### src/rtl/axil_lsu_pkg.sv
package axil_lsu_pkg;

   typedef enum logic [1:0] {
      SZ_BYTE = 2'd0,
      SZ_HALF = 2'd1,
      SZ_WORD = 2'd2
   } size_e;

   typedef enum logic [2:0] {
      ST_IDLE,
      ST_WR_SUBMIT,
      ST_WR_AWAIT,
      ST_WR_OK,
      ST_RD_SUBMIT,
      ST_RD_AWAIT,
      ST_RD_OK
   } state_e;

   // low two kind bits give the size; both word codes collapse to SZ_WORD
   function automatic size_e kind_to_size(input logic [1:0] k);
      if (k == 2'b00)      return SZ_BYTE;
      else if (k == 2'b01) return SZ_HALF;
      else                 return SZ_WORD;
   endfunction

endpackage

### src/rtl/axil_lsu_store_pack.sv
module axil_lsu_store_pack
   import axil_lsu_pkg::*;
#(
   parameter int DATA_W    = 32,
   parameter bit REPLICATE = 1'b1,
   localparam int NLANES   = DATA_W / 8,
   localparam int OFF_W    = $clog2(NLANES)
) (
   input  size_e              size,
   input  logic [OFF_W-1:0]   off,
   input  logic [DATA_W-1:0]  data,
   output logic [DATA_W-1:0]  lanes,
   output logic [NLANES-1:0]  strb
);

   localparam int HALF_LANES = NLANES / 2;

   for (genvar i = 0; i < NLANES; i++) begin : g_lane
      localparam int HALF_IDX  = i / HALF_LANES;
      localparam int HALF_BYTE = i % 2;
      logic [7:0] src;
      logic       hit;

      always_comb begin
         if (size == SZ_BYTE) begin
            src = data[7:0];
            hit = (off == OFF_W'(i));
         end else if (size == SZ_HALF) begin
            src = data[8*HALF_BYTE +: 8];
            hit = (off[OFF_W-1] == 1'(HALF_IDX));
         end else begin
            src = data[8*i +: 8];
            hit = 1'b1;
         end
      end

      assign strb[i] = hit;

      if (REPLICATE) begin : g_rep
         assign lanes[8*i +: 8] = src;
      end else begin : g_zero
         assign lanes[8*i +: 8] = hit ? src : 8'h00;
      end
   end

endmodule

### src/rtl/axil_lsu_load_unpack.sv
module axil_lsu_load_unpack
   import axil_lsu_pkg::*;
#(
   parameter int DATA_W  = 32,
   localparam int NLANES = DATA_W / 8,
   localparam int OFF_W  = $clog2(NLANES)
) (
   input  size_e              size,
   input  logic               zext,
   input  logic [OFF_W-1:0]   off,
   input  logic [DATA_W-1:0]  word,
   output logic [DATA_W-1:0]  value
);

   logic [7:0]  byte_v;
   logic [15:0] half_v;
   logic        fill;

   always_comb begin
      byte_v = word[{off, 3'b000} +: 8];
      half_v = word[{off[OFF_W-1], 4'b0000} +: 16];
      if (size == SZ_BYTE) begin
         fill  = ~zext & byte_v[7];
         value = {{(DATA_W-8){fill}}, byte_v};
      end else if (size == SZ_HALF) begin
         fill  = ~zext & half_v[15];
         value = {{(DATA_W-16){fill}}, half_v};
      end else begin
         fill  = 1'b0;
         value = word;
      end
   end

endmodule

### src/rtl/axil_lsu_ctrl.sv
module axil_lsu_ctrl
   import axil_lsu_pkg::*;
(
   input  logic clk,
   input  logic rst_n,
   input  logic accept,
   input  logic is_store,
   input  logic awready,
   input  logic wready,
   input  logic bvalid,
   input  logic arready,
   input  logic rvalid,
   output logic idle,
   output logic awvalid,
   output logic wvalid,
   output logic bready,
   output logic arvalid,
   output logic rready,
   output logic rd_capture,
   output logic rd_done,
   output logic wr_done
);

   state_e state;
   logic   aw_got, w_got;
   logic   aw_hs, w_hs;

   assign idle       = (state == ST_IDLE);
   assign awvalid    = (state == ST_WR_SUBMIT) && !aw_got;
   assign wvalid     = (state == ST_WR_SUBMIT) && !w_got;
   assign bready     = (state == ST_WR_AWAIT);
   assign arvalid    = (state == ST_RD_SUBMIT);
   assign rready     = (state == ST_RD_AWAIT);
   assign rd_capture = rready && rvalid;
   assign rd_done    = (state == ST_RD_OK);
   assign wr_done    = (state == ST_WR_OK);
   assign aw_hs      = awvalid && awready;
   assign w_hs       = wvalid && wready;

   always_ff @(posedge clk or negedge rst_n) begin
      if (!rst_n) begin
         state  <= ST_IDLE;
         aw_got <= 1'b0;
         w_got  <= 1'b0;
      end else begin
         unique case (state)
            ST_IDLE: begin
               aw_got <= 1'b0;
               w_got  <= 1'b0;
               if (accept) state <= is_store ? ST_WR_SUBMIT : ST_RD_SUBMIT;
            end
            ST_WR_SUBMIT: begin
               aw_got <= aw_got | aw_hs;
               w_got  <= w_got | w_hs;
               if ((aw_got | aw_hs) && (w_got | w_hs)) state <= ST_WR_AWAIT;
            end
            ST_WR_AWAIT:  if (bvalid) state <= ST_WR_OK;
            ST_WR_OK:     state <= ST_IDLE;
            ST_RD_SUBMIT: if (arready) state <= ST_RD_AWAIT;
            ST_RD_AWAIT:  if (rvalid) state <= ST_RD_OK;
            ST_RD_OK:     state <= ST_IDLE;
            default:      state <= ST_IDLE;
         endcase
      end
   end

   // address and data valids each held until accepted
   assert_aw_hold_R2: assert property (@(posedge clk) disable iff (!rst_n)
      awvalid && !awready |=> awvalid);
   assert_w_hold_R2: assert property (@(posedge clk) disable iff (!rst_n)
      wvalid && !wready |=> wvalid);
   // completion follows a response handshake, lasts one cycle, then idle
   assert_wr_after_b_R2: assert property (@(posedge clk) disable iff (!rst_n)
      $rose(wr_done) |-> $past(bvalid && bready));
   assert_wr_pulse_R2: assert property (@(posedge clk) disable iff (!rst_n)
      wr_done |=> !wr_done && idle);
   // read address held, done is a single cycle
   assert_ar_hold_R3: assert property (@(posedge clk) disable iff (!rst_n)
      arvalid && !arready |=> arvalid);
   assert_rd_pulse_R3: assert property (@(posedge clk) disable iff (!rst_n)
      rd_done |=> !rd_done && idle);
   // no read channel activity while a store is in flight
   assert_no_read_on_store_R13: assert property (@(posedge clk) disable iff (!rst_n)
      (awvalid || wvalid || bready) |-> !arvalid && !rready);

endmodule

### src/rtl/axil_lsu.sv
module axil_lsu
   import axil_lsu_pkg::*;
#(
   parameter int ADDR_W    = 32,
   parameter int DATA_W    = 32,
   parameter bit REPLICATE = 1'b1
) (
   input  logic                 clk,
   input  logic                 rst_n,
   input  logic                 req_valid,
   output logic                 req_ready,
   input  logic                 req_store,
   input  logic [2:0]           req_kind,
   input  logic [ADDR_W-1:0]    req_addr,
   input  logic [DATA_W-1:0]    req_wdata,
   output logic [DATA_W-1:0]    ld_data,
   output logic                 ld_done,
   output logic                 st_done,
   output logic [ADDR_W-1:0]    m_awaddr,
   output logic                 m_awvalid,
   input  logic                 m_awready,
   output logic [DATA_W-1:0]    m_wdata,
   output logic [DATA_W/8-1:0]  m_wstrb,
   output logic                 m_wvalid,
   input  logic                 m_wready,
   input  logic [1:0]           m_bresp,
   input  logic                 m_bvalid,
   output logic                 m_bready,
   output logic [ADDR_W-1:0]    m_araddr,
   output logic                 m_arvalid,
   input  logic                 m_arready,
   input  logic [DATA_W-1:0]    m_rdata,
   input  logic [1:0]           m_rresp,
   input  logic                 m_rvalid,
   output logic                 m_rready
);

   localparam int NLANES = DATA_W / 8;
   localparam int OFF_W  = $clog2(NLANES);

   initial begin
      assert (DATA_W == 32) else $fatal(1, "axil_lsu: DATA_W must be 32");
      assert (ADDR_W > OFF_W) else $fatal(1, "axil_lsu: ADDR_W too small");
   end

   logic                accept;
   logic [ADDR_W-1:0]   addr_q;
   logic [DATA_W-1:0]   wdata_q;
   size_e               size_q;
   logic                zext_q;
   logic [OFF_W-1:0]    off_q;
   logic                rd_capture;
   logic [DATA_W-1:0]   ld_value;
   logic                resp_unused;

   assign resp_unused = ^{m_bresp, m_rresp};
   assign accept      = req_valid && req_ready;
   assign off_q       = addr_q[OFF_W-1:0];

   always_ff @(posedge clk or negedge rst_n) begin
      if (!rst_n) begin
         addr_q  <= '0;
         wdata_q <= '0;
         size_q  <= SZ_WORD;
         zext_q  <= 1'b0;
      end else if (accept) begin
         addr_q  <= req_addr;
         wdata_q <= req_wdata;
         size_q  <= kind_to_size(req_kind[1:0]);
         zext_q  <= req_kind[2];
      end
   end

   assign m_awaddr = {addr_q[ADDR_W-1:OFF_W], {OFF_W{1'b0}}};
   assign m_araddr = {addr_q[ADDR_W-1:OFF_W], {OFF_W{1'b0}}};

   axil_lsu_ctrl u_ctrl (
      .clk        (clk),
      .rst_n      (rst_n),
      .accept     (accept),
      .is_store   (req_store),
      .awready    (m_awready),
      .wready     (m_wready),
      .bvalid     (m_bvalid),
      .arready    (m_arready),
      .rvalid     (m_rvalid),
      .idle       (req_ready),
      .awvalid    (m_awvalid),
      .wvalid     (m_wvalid),
      .bready     (m_bready),
      .arvalid    (m_arvalid),
      .rready     (m_rready),
      .rd_capture (rd_capture),
      .rd_done    (ld_done),
      .wr_done    (st_done)
   );

   axil_lsu_store_pack #(
      .DATA_W    (DATA_W),
      .REPLICATE (REPLICATE)
   ) u_pack (
      .size  (size_q),
      .off   (off_q),
      .data  (wdata_q),
      .lanes (m_wdata),
      .strb  (m_wstrb)
   );

   axil_lsu_load_unpack #(
      .DATA_W (DATA_W)
   ) u_unpack (
      .size  (size_q),
      .zext  (zext_q),
      .off   (off_q),
      .word  (m_rdata),
      .value (ld_value)
   );

   always_ff @(posedge clk or negedge rst_n) begin
      if (!rst_n)          ld_data <= '0;
      else if (rd_capture) ld_data <= ld_value;
   end

   // address and data held stable while waiting for the slave
   assert_awaddr_stable_R2: assert property (@(posedge clk) disable iff (!rst_n)
      m_awvalid && !m_awready |=> $stable(m_awaddr));
   assert_wdata_stable_R2: assert property (@(posedge clk) disable iff (!rst_n)
      m_wvalid && !m_wready |=> $stable(m_wdata) && $stable(m_wstrb));
   // a strobe pattern covers one, two or four lanes
   assert_strb_count_R6: assert property (@(posedge clk) disable iff (!rst_n)
      m_wvalid |-> ($countones(m_wstrb) == 1 || $countones(m_wstrb) == 2
                    || $countones(m_wstrb) == 4));
   // result held after completion until the next read capture
   assert_ld_hold_R3: assert property (@(posedge clk) disable iff (!rst_n)
      ld_done |=> $stable(ld_data));
   // nothing starts while busy
   assert_busy_ignore_R12: assert property (@(posedge clk) disable iff (!rst_n)
      !req_ready && !m_awvalid && !m_wvalid && !m_arvalid |=> !$rose(m_arvalid) && !$rose(m_awvalid));

endmodule

### config.mk
export PLATFORM = sky130hd
export DESIGN_NAME = axil_lsu
export DESIGN_NICKNAME = d
export VERILOG_FILES = /design/src/rtl/axil_lsu_pkg.sv /design/src/rtl/axil_lsu_store_pack.sv /design/src/rtl/axil_lsu_load_unpack.sv /design/src/rtl/axil_lsu_ctrl.sv /design/src/rtl/axil_lsu.sv
export SDC_FILE = /design/constraint.sdc
export NUM_CORES = 1
export LEC_CHECK = 0
export BUFFER_PORTS_ARGS = -buffer_cell sky130_fd_sc_hd__buf_2
export CAP_MARGIN = 0
export CELL_PAD_IN_SITES_DETAIL_PLACEMENT = 1
export CELL_PAD_IN_SITES_GLOBAL_PLACEMENT = 2
export CORE_MARGIN = 5
export CORE_UTILIZATION = 30
export DETAILED_ROUTE_END_ITERATION = 10
export MAX_ROUTING_LAYER = met4
export PLACE_DENSITY_LB_ADDON = 0.1
export SYNTH_ARGS = -nofsm -noshare
export SYNTH_HDL_FRONTEND = slang
export SYNTH_HIERARCHICAL = 1
export SYNTH_SLANG_ARGS = --single-unit
### constraint.sdc
create_clock -name clk -period 2 [get_ports clk]
set_input_delay 0.1 -clock clk [delete_from_list [all_inputs] [get_ports clk]]
set_output_delay 0.1 -clock clk [all_outputs]
set_load 0.005 [all_outputs]
* Word level (Yosys, flattened, before mapping)
Cells that the tools add are included.
Storage, ports and cells: register bits after elaboration 104, input bits 112, output and inout port bits 140, word-level logic and storage cells 71
Operators by class: equality and inequality tests 16, shift-type cells 2, mux-type cells 24, bitwise logic cells 6, reductions and logical operators 15
Operators with widths (count):
- $mux W32 | 2
- $mux W8 | 5
- $shiftx A32 B6 Y16 | 1
- $shiftx A32 B6 Y8 | 1
- $mux W3 | 6
- $pmux W3 S5 | 1
- $eq A3 B3 Y1 const B | 3
- $logic_and A1 B1 Y1 | 7
- $eq A2 B1 Y1 const B | 3
- $eq A3 B2 Y1 const B | 2
- $logic_not A2 Y1 | 3
- $mux W1 | 6
- $ne A2 B2 Y1 const B | 3
- $reduce_and A5 Y1 | 1
- $eq A2 B2 Y1 const B | 2
- $mux W2 | 2
- $ne A2 B1 Y1 const B | 2
- $pmux W1 S2 | 2
- $eq A3 B1 Y1 const B | 1
- $logic_not A3 Y1 | 1
- $and A1 B1 Y1 | 2
- $logic_not A1 Y1 | 2
- $not A1 Y1 | 2
- $or A1 B1 Y1 | 2
- $reduce_bool A2 Y1 | 1

* Longest topological paths before layout
Gate-level depths: netlist (run 1).
depth after elaboration 7, depth in mapped cells 8, depth with buffers taken out 5

* Cells and area by module
The synthesis (run 1) kept the hierarchy.
By module, submodules not included:
- axil_lsu | instances 1, cells each 278, area an instance 4259.1 um^2, sequential area each 2478.6 um^2
- axil_lsu_load_unpack | instances 1, cells each 96, area an instance 765.7 um^2, sequential area each 0.0 um^2
- axil_lsu_store_pack | instances 1, cells each 64, area an instance 561.8 um^2, sequential area each 0.0 um^2
- axil_lsu_ctrl | instances 1, cells each 36, area an instance 310.3 um^2, sequential area each 125.1 um^2

* Worst setup path before layout (run 1)
OpenSTA, ideal clock, no wires.
path type register to register, from reg u_ctrl.state[0], to reg addr_q[0], library setup time 0.125 ns, arrival 1.835 ns, data required time 1.875 ns, path slack 0.040 ns, stages on the path, launching flop included 8, buffers on the path 4, period minus slack after synthesis 1.960 ns, cells stage by stage dfrtp_1 -> buf_4 -> nor3_1 -> and2_4 -> buf_6 -> buf_6 -> buf_8 -> mux2_4
Between the ends: longest elaborated chain between the ends 2
Ends and longest elaborated chain:
- from (decl) | line axil_lsu_ctrl.sv:24 | state_e state;
- from (signal assigned) | line axil_lsu_ctrl.sv:50 | if (accept) state <= is_store ? ST_WR_SUBMIT : ST_RD_SUBMIT;
- $logic_not A3 Y1 | line axil_lsu_ctrl.sv:28 | assign idle = (state == ST_IDLE);
- net req_ready | line axil_lsu.sv:11 | output logic req_ready,
- $logic_and A1 B1 Y1 | line axil_lsu.sv:57 | assign accept = req_valid && req_ready;
- to (signal assigned) | line axil_lsu.sv:67 | addr_q <= req_addr;
- to (decl) | line axil_lsu.sv:47 | logic [ADDR_W-1:0] addr_q;
The timed path passes the listed nets, and every way through them passes these cells. A chain may end at the register's enable or synchronous reset.

* Worst setup path in the final report (run 1)
from reg addr_q[0], to reg ld_data[4]
Between the ends: longest elaborated chain between the ends 2
Ends and longest elaborated chain:
- $shiftx A32 B6 Y8 | line axil_lsu_load_unpack.sv:20 | byte_v = word[{off, 3'b000} +: 8];
- $mux W32 | line axil_lsu_load_unpack.sv:22 | if (size == SZ_BYTE) begin
- net ld_value[4] | line axil_lsu.sv:53 | logic [DATA_W-1:0] ld_value;
- to (signal assigned) | line axil_lsu.sv:121 | else if (rd_capture) ld_data <= ld_value;
- to (decl) | line axil_lsu.sv:16 | output logic [DATA_W-1:0] ld_data,
The timed path passes the listed nets, and every way through them passes these cells.

==> reports/qor.yml, run 1 <==
status: "complete, no violations"
ios: 252
max_freq_ghz: 0.5327
dp.cells: 904
ys.flop_type: "dfrtp_1"
tightestPinTransition_ps: 666.1
area_growth_pct: 34.78
final_core_util_pct: 40.97
reg2reg_to: "ld_data[4]"
drive_gt1_share_pct: 58.64
ys_ff_latch: 104
die_area_sq_mm: 0.02256
cts_root_buf: "clkbuf_16"
cts_inserted_buffers: 9
cp_slowest_stage_delay_ps: 500
grt_usage_pct: 15.90
drtPass1Iterations: 4
clockBufferDepth: 2
synthDistinctLibCells: 45
worstSetupPathType: "flip-flop to flip-flop"
place_congestion: 0.7614
routed_wl_mm: 17.69
antenna_found_initial: 1
dpl-instance-area_sq_mm: 0.006943
reg2reg_depth: 5
dp_hpwl_mm: 13.32
synthTopCellsByCount: "dfrtp_1 (103), mux2_2 (93), buf_4 (77)"
crit_chain: "buf_12 > mux4_2 > o22a_1 > o22a_1 > mux2_1"
slew-limit-headroom_pct: 55.43
r2r_slack_ps: 120
slew_violations: 0
hp-class: "input pin to flip-flop"
dr.first_iter.drc_count: 114
via_per_inst: 4.571
async_flop_share_pct: 100.0
yosys_warnings: 6
fin_crit_ps: 1877
endpoint: "ld_data[4]"
clock-sinks: 104
syn-cell-area_sq_mm: 0.005897
regArea_sq_mm: 0.002605
wire_per_inst_um: 17.89
synthDominantCellAreaShare_pct: 43.71
synth_area_leaders: "dfrtp_1 (44%), mux2_2 (18%), buf_4 (9.8%), mux2_4 (5.1%), mux4_2 (3.1%)"
instances_no_fill: 989
grt-ovfl-total: 0
final.setup.tns_ps: 0
fillers: 2220
grt_start_max_net_pins: 45
vdd_drop_max_v: 0.0005070
r2r-start: "addr_q[0]"
chipWidth_um: 150.2
cp_common_cell: "o22a_1"
nNetsFinal: 830
core_region_area_sq_mm: 0.01940
synth_most_common_cell: "dfrtp_1"
path_depth: 5
grt_pass1_wl_mm: 27.12
cts_tree: "yes"
crit_fanout: 8
worst_slack_ps: 122.8
setup_viol: 0
grt_setup_unrepaired: "no"
initial_core_util_pct: 30.40
via_count: 4521
post-place-ws_ps: 63.63
numPortBuffers: 243
grt_pass1_vias: 4913
arrival_ps: 2110
crit_start: "addr_q[0]"
fin_skew_ps: 8.278
p_per_area_mw_per_mm2: 1542
rows: 51
holdWs_ps: 25.66
cpMaxStageDelayCell: "mux4_2"
maxCapViolations: 0
multi_input_area_sq_mm: 0.002510
synth_cells: 474
critPathLaunchType: "flip-flop"
synth_edf_count: 0
clock_latency_ps: 350
hold_violations: 0
p_leak_nw: 3.800
syn_avg_cell_area_sq_um: 12.44
yosysTopAreaCell: "dfrtp_1"
clkTransAtPathRegs_ps: 70
cp.required_ps: 2230
finalPower_mw: 12.26
die_y_um: 150.2
end_kind: "flip-flop"
drc: 0
synth-seq-area-share_pct: 44.15
cp_num_buf_inv: 1
design_area_sq_mm: 0.007948
cts_max_level: 3
finalCritPeriodShare_pct: 93.86
path_delay_family: "multiplexers"
ant_nets: 0
routing by layer:
metal | global-route usage, % | wire (um) | vias to the layer above
li1 | - | - | 2100
met1 | 19.12 | 7281 | 2228
met5 | - | 0 | -
met4 | 4.437 | 261 | 0
met3 | 3.974 | 1245 | 15
met2 | 26.65 | 8905 | 178
worst min path at each step:
| stage | from | to | slack [ps] | cells after the start |
|---|---|---|---|---|
| floorplan | rst_n | addr_q[0] | -200 | 0 |
| CTS | m_awready | u_ctrl/aw_got | 5 | 3 |
| finish | m_awready | u_ctrl/aw_got | 30 | 3 |
| detailed placement | rst_n | ld_data[24] | 120 | 1 |
| global placement | rst_n | ld_data[24] | 110 | 1 |
| global route | m_awready | u_ctrl/aw_got | 30 | 3 |
power by group:
part           internal, mW  switching (mW)
combinational          3.65            2.79
clock                  1.00           0.882
sequential             3.15           0.779
cells by family (layout without fill, tap and decap cells):
kind of cell    count (synthesis)  after routing  share of synthesized area (%)
flops                         104            104                          44.15
buf+inv                       108            354                          13.47
simple gates                   60             60                          5.538
other cells                     1              5                        0.06359
mux                           133            133                          27.99
compound gates                 68             68                          8.784
state kept, by name (all words and copies together), names as in the netlist:
| name | cells |
|---|---|
| zext_q | 1 |
| wdata_q | 32 |
| ld_data | 32 |
| u_ctrl/w_got | 1 |
| addr_q | 32 |
| u_ctrl/state | 3 |
| u_ctrl/aw_got | 1 |
| size_q | 2 |
timing repair:
action	4_1_cts	5_1_grt
hold buffers	67	0
setup buffers	0	1
hold endpoints to repair	96	0
resized for setup	0	1
setup endpoints to repair	0	4
cell type report:
type / count / share of cell area (%)
sequential: 104 / 32.78
multi-input combinational: 265 / 31.58
timing repair buffer: 335 / 27.39
tap: 265 / 4.172
clock buffer: 9 / 2.834
clock inverter: 7 / 1.071
inverter: 3 / 0.1417
antenna: 1 / 0.03149
placed cells by master, fill, tap and decap left out, types with 7 or more instances in the layout:
cell | Yosys | final
mux2_2 | 93 | 93
mux2i_1 | 10 | 10
a221o_1 | 9 | 9
dfrtp_1 | 103 | 102
buf_12 | 0 | 8
o21ai_2 | 8 | 8
buf_4 | 77 | 18
nor2_1 | 12 | 12
mux2_4 | 20 | 20
mux4_2 | 8 | 8
buf_2 | 8 | 242
a22o_1 | 7 | 7
o22a_1 | 14 | 14
o21ai_0 | 17 | 17
clkbuf_16 | 0 | 9
dlygate4sd3_1 | 0 | 67
nand2_1 | 27 | 27
worst min-delay path, stage by stage:
cell	delay, ps
buf_2	90
a21oi_1	60
nor2_1	80
(Power assumes the default switching activity.)
==> inputs of run 2 (changes only) <==
Settings changed: MAX_ROUTING_LAYER met4 to not set.
==> run 2 against run 1 <==
Effect of this change:
- via count fell by 0.18%
- worst setup slack worse by 3.7 ps
- final cell count is 0.10% lower
- clock skew down 0.63 ps
- largest power group unchanged
- routed wire length rose by 0.31%
- critical path depth is the same
- core utilization barely moved
- critical path type unchanged
- largest cell class unchanged
- combinational power hardly changed
- die area did not move
- total power barely moved
- non-clock buffer count stayed put
- sequential power about the same
==> reports/qor.yml, run 2 (synthesized netlist as in run 1, its figures left out) <==
status: "complete, no violations"
die_area_sq_mm: 0.02256  # unchanged
end_kind: "flip-flop"
dr.first_iter.drc_count: 113  # -0.88%
grt_setup_unrepaired: "no"
maxCapViolations: 0  # unchanged
crit_fanout: 8  # unchanged
min_path_cells: 3  # unchanged
r2r_slack_ps: 120  # about the same
power_switching_mw: 4.460  # +0.21%
die_y_um: 150.2  # unchanged
insertedDiodeCount: 0  # -1
fin_crit_ps: 1881  # +3.670 ps
crit_chain: "buf_12 > mux4_2 > o22a_1 > o22a_1 > mux2_1"
ios: 252  # unchanged
crit_start: "addr_q[0]"
dpl-instance-area_sq_mm: 0.006943  # unchanged
grt_usage_pct: 15.47  # -0.43 points
critPathLaunchType: "flip-flop"
arrival_ps: 2120  # about the same
initial_core_util_pct: 30.40  # unchanged
reg2reg_to: "ld_data[4]"
fin_skew_ps: 7.648  # -0.6295 ps
numPortBuffers: 243  # unchanged
whs_endpoint: "u_ctrl/aw_got"
final_common_cell: "buf_2"
drtPass1Iterations: 6  # +2
multi_input_area_sq_mm: 0.002510  # unchanged
hp-start: "m_awready"
drive_gt1_share_pct: 58.64  # unchanged
grt_start_max_net_pins: 45  # unchanged
final_core_util_pct: 40.96  # about the same
design_area_sq_mm: 0.007945  # about the same
cp_slowest_stage_delay_ps: 510  # about the same
grt-ovfl-total: 0  # unchanged
ant_nets: 0  # unchanged
finalCritPeriodShare_pct: 94.05  # +0.18 points
cp_num_buf_inv: 1  # unchanged
antenna_found_initial: 1  # unchanged
pwr-share-clk_pct: 15.4  # about the same
grt_pass1_wl_mm: 27.20  # +0.30%
slew_violations: 0  # unchanged
largestRegisters: "addr_q: 32 flops, ld_data: 32 flops, wdata_q: 32 flops"
place_congestion: 0.7518  # -1.3%
p_leak_nw: 3.800  # about the same
reg2reg_depth: 5  # unchanged
path_depth: 5  # unchanged
clock-sinks: 104  # unchanged
cpMaxStageDelayCell: "mux4_2"
tightestPinTransition_ps: 670.3  # +4.223 ps
setup_viol: 0  # unchanged
final.setup.tns_ps: 0  # unchanged
rows: 51  # unchanged
mostFrequentLayoutCells: "buf_2 (242), dfrtp_1 (102), mux2_2 (93)"
power.internal_mw: 7.806  # about the same
max_freq_ghz: 0.5317  # -0.20%
hold_violations: 0  # unchanged
worstSetupPathType: "flip-flop to flip-flop"
grt_pass1_vias: 4903  # -0.20%
cts_root_buf: "clkbuf_16"
cts_inserted_buffers: 9  # unchanged
p_per_area_mw_per_mm2: 1544  # +0.11%
slew-limit-headroom_pct: 55.15  # -0.28 points
r2r-start: "addr_q[0]"
clockBufferDepth: 2  # unchanged
cts_tree: "yes"
core_region_area_sq_mm: 0.01940  # unchanged
nNetsFinal: 830  # unchanged
dp_hpwl_mm: 13.32  # unchanged
vdd_drop_max_v: 0.0005068  # about the same
clock_latency_ps: 350  # about the same
wire_per_inst_um: 17.96  # +0.41%
fillers: 2220  # unchanged
routed_wl_mm: 17.75  # +0.31%
drc: 0  # unchanged
area_growth_pct: 34.73  # about the same
cp_common_cell: "o22a_1"
clkTransAtPathRegs_ps: 70  # about the same
regArea_sq_mm: 0.002605  # unchanged
chipWidth_um: 150.2  # unchanged
cp.required_ps: 2230  # about the same
path_delay_family: "multiplexers"
via_count: 4513  # -0.18%
via_per_inst: 4.568  # about the same
switching_share_pct: 36.36  # +0.046 points
p_comb_share_pct: 52.6  # about the same
p_seq_share_pct: 32.1  # about the same
finalPower_mw: 12.27  # about the same
cts_max_level: 3  # unchanged
hp-class: "input pin to flip-flop"
-- run 2: power groups by stage --
stage	clock network (mW)	registers, mW	logic [mW]
2_1_floorplan	0	3.81	4.83
3_3_place_gp	0	3.92	6.31
3_5_place_dp	0	3.99	6.42
4_1_cts	1.98	3.96	6.54
5_1_grt	2.07	4.11	7.02
6_report	1.88	3.93	6.45
-- run 2: how the worst max path moves through the flow --
| stage | slack (ps) | endpoint |
|---|---|---|
| floorplan | 40 | addr_q[0] |
| global placement | 150 | ld_data[5] |
| detailed placement | 60 | ld_data[25] |
| CTS | 20 | m_wdata[12] |
| global route | 20 | m_wdata[30] |
| finish | 120 | ld_data[4] |
-- run 2: metrics by stage --
stage | instances | worst slack [ps] | hold WS, ps
3_5_place_dp | 904 | 63.63 | 117.1
6_report | 988 | 119.1 | 25.00
2_1_floorplan | 477 | 39.70 | -195.6
5_1_grt | 988 | 20.58 | 30.93
4_1_cts | 987 | 24.85 | 4.933
3_3_place_gp | 904 | 148.2 | 109.6
-- run 2: layout make-up --
cell class | instances | share of cell area [%]
flip-flops and latches | 104 | 32.79
multi-input cells | 265 | 31.59
repair buffers | 335 | 27.40
well taps | 265 | 4.173
clock buffers | 9 | 2.835
clock inverters | 7 | 1.071
inverters | 3 | 0.1417
-- run 2: timing repair --
action | 4_1_cts | 5_1_grt
hold endpoints to repair | 96 | 0
hold buffers | 67 | 0
buffers inserted | 0 | 1
endpoints found under the setup margin | 0 | 4
resized for setup | 0 | 1
-- run 2: metal layers --
metal	GRT usage, %	wire (um)	part of all wire (%)	vias up
li1	-	-	-	2096
met1	18.84	7316	41	2226
met2	26.58	8813	50	172
met3	4.606	1339	7.5	17
met4	4.437	265	1.5	2
met5	0	11	0.062	-
-- run 2: tightest hold or removal path, delay by kind of cell --
family,cells,cell delay (ps)
buffers and inverters,1,90
and+or+nand+nor,1,80
AOI/OAI and AO/OA,1,60
==> inputs of run 3 (changes only) <==
Settings changed: CELL_PAD_IN_SITES_DETAIL_PLACEMENT 1 to 0.
==> run 3 against run 2 <==
Effect of this change:
- non-clock buffer count decreased by 2
- sequential cell count unchanged
- sequential share of layout area increased by 0.14 points
==> reports/qor.yml, run 3 (synthesized netlist as in run 1, its figures left out) <==
grt_pass1_wl_mm: 25.83  # -5.0%
place_congestion: 0.7518  # unchanged
drtPass1Iterations: 5  # -1
grt_setup_unrepaired: "no"
dp.cells: 904  # unchanged
clkTransAtPathRegs_ps: 70  # about the same
r2r-start: "addr_q[0]"
clockBufferDepth: 2  # unchanged
via_count: 4421  # -2.0%
largestRegisters: "addr_q: 32 flops, ld_data: 32 flops, wdata_q: 32 flops"
routed_wl_mm: 16.61  # -6.4%
wire_per_inst_um: 16.87  # -6.1%
final_core_util_pct: 40.78  # -0.17 points
dp_hpwl_mm: 12.56  # -5.7%
slew_violations: 0  # unchanged
core_region_area_sq_mm: 0.01940  # unchanged
fin_crit_ps: 1894  # +13.31 ps
grt_start_max_net_pins: 45  # unchanged
tightestPinTransition_ps: 644.0  # -26.27 ps
whs_endpoint: "u_ctrl/aw_got"
instances_no_fill: 985  # -0.30%
vdd_drop_max_v: 0.0005538  # +9.3%
fin_skew_ps: 9.929  # +2.281 ps
grt_pass1_vias: 4727  # -3.6%
status: "complete, no violations"
nNetsFinal: 828  # -0.24%
cts_inserted_buffers: 9  # unchanged
finalCritPeriodShare_pct: 94.71  # +0.67 points
maxCapViolations: 0  # unchanged
cts_max_level: 3  # unchanged
setup_viol: 0  # unchanged
drive_gt1_share_pct: 58.61  # about the same
arrival_ps: 1790  # -330 ps
cp_num_buf_inv: 2  # +1
cpMaxStageDelayCell: "dfrtp_1"
final_common_cell: "buf_2"
met3WireLength_mm: 1.223  # -8.7%
area_growth_pct: 34.16
crit_chain: "buf_4 > nor2_4 > mux2_2 > buf_2"
wl_met1_mm: 7.034  # -3.9%
ant_nets: 0  # unchanged
chipWidth_um: 150.2  # unchanged
r2r_slack_ps: 130  # about the same
critPathLaunchType: "flip-flop"
end_kind: "primary output"
final.setup.tns_ps: 0  # unchanged
clock_latency_ps: 350  # about the same
routed.top_layer: "met4"
crit_fanout: 8  # unchanged
grt-ovfl-total: 0  # unchanged
hold_violations: 0  # unchanged
fillers: 1927  # -13%
cts_setup_buffers: 0  # unchanged
cts_tree: "yes"
initial_core_util_pct: 30.40  # unchanged
ios: 252  # unchanged
worstSetupPathType: "flip-flop to primary output"
rows: 51  # unchanged
dr.first_iter.drc_count: 144  # +27%
mostFrequentLayoutCells: "buf_2 (242), dfrtp_1 (102), mux2_2 (93)"
p_leak_nw: 3.777  # -0.60%
max_freq_ghz: 0.5279  # -0.70%
antenna_found_initial: 0  # -1
clock-sinks: 104  # unchanged
cp.required_ps: 1900  # -330 ps
die_area_sq_mm: 0.02256  # unchanged
die_y_um: 150.2  # unchanged
insertedDiodeCount: 0  # unchanged
min_path_cells: 3  # unchanged
reg2reg_depth: 5  # unchanged
reg2reg_to: "ld_data[4]"
path_depth: 4  # -1
path_delay_family: "flip-flops"
via_per_inst: 4.488  # -1.7%
hp-class: "input pin to flip-flop"
dr_wl_met2_mm: 8.118  # -7.9%
slew-limit-headroom_pct: 56.91  # +1.8 points
numPortBuffers: 243  # unchanged
cts_root_buf: "clkbuf_16"
hp-start: "m_awready"
cp_slowest_stage_delay_ps: 490  # -20 ps
p_per_area_mw_per_mm2: 1527  # -1.1%
drc: 0  # unchanged
grt_usage_pct: 14.78  # -0.69 points
-- run 3: cell count changes in the layout (fill, tap and decap cells not counted) --
cell	delta
inv_6	-3
clkbuf_8	+2
dlygate4sd3_1	-1
clkinv_4	-1
inv_8	-1
buf_12	-1
clkinvlp_4	+2
-- run 3: layout make-up --
| cell class | instances | area, sq um | area share [%] |
|---|---|---|---|
| Inverter | 3 | 11.26 | 0.1423 |
| Tap cell | 265 | 331.6 | 4.191 |
| Clock buffer | 11 | 252.7 | 3.195 |
| Multi-Input combinational cell | 265 | 2510 | 31.73 |
| Clock inverter | 4 | 53.80 | 0.6801 |
| Timing Repair Buffer | 333 | 2147 | 27.14 |
| Sequential cell | 104 | 2605 | 32.93 |
-- run 3: metal layers --
| metal | GRT usage [%] | up-vias |
|---|---|---|
| met4 | 5.306 | 0 |
| met1 | 18.36 | 2147 |
| met3 | 4.034 | 12 |
| met5 | 0 | - |
| met2 | 24.71 | 170 |
| li1 | - | 2092 |
-- run 3: how the worst max path moves through the flow --
| stage | startpoint | to |
|---|---|---|
| after floorplan | u_ctrl/state[0] | addr_q[0] |
| after global placement | addr_q[0] | ld_data[5] |
| after detailed placement | addr_q[1] | ld_data[30] |
| after CTS | size_q[0] | m_wdata[11] |
| after global routing | size_q[0] | m_wdata[9] |
| final | size_q[0] | m_wdata[11] |
-- run 3: what timing repair did --
item | 4_1_cts | 5_1_grt
setup endpoints to repair | 0 | 1
resized for setup | 0 | 1
hold endpoints to repair | 95 | 0
hold buffers | 66 | 0
-- run 3: power by group --
| part | switching, mW | internal [mW] | total [mW] |
|---|---|---|---|
| Clock | 0.819 | 1.04 | 1.85 |
| Combinational | 2.71 | 3.60 | 6.31 |
| Sequential | 0.761 | 3.16 | 3.92 |
| Total | 4.29 | 7.80 | 12.1 |
-- run 3: stage by stage --
stage	power, mW	area (sq um)	setup slack, ps	hold WS (ps)
final	12.08	7911	105.8	21.72
after global routing	13.03	7911	6.546	16.20
after CTS	12.34	7910	50.48	4.705
after global placement	10.23	6943	148.2	109.6
after floorplan	8.634	5908	39.70	-195.6
after detailed placement	10.30	6943	122.5	119.5
-- run 3: tightest hold or removal path: cells and delay by family --
family          cells  cell delay, ps
simple gates        1              80
buf+inv             1              90
compound gates      1              60
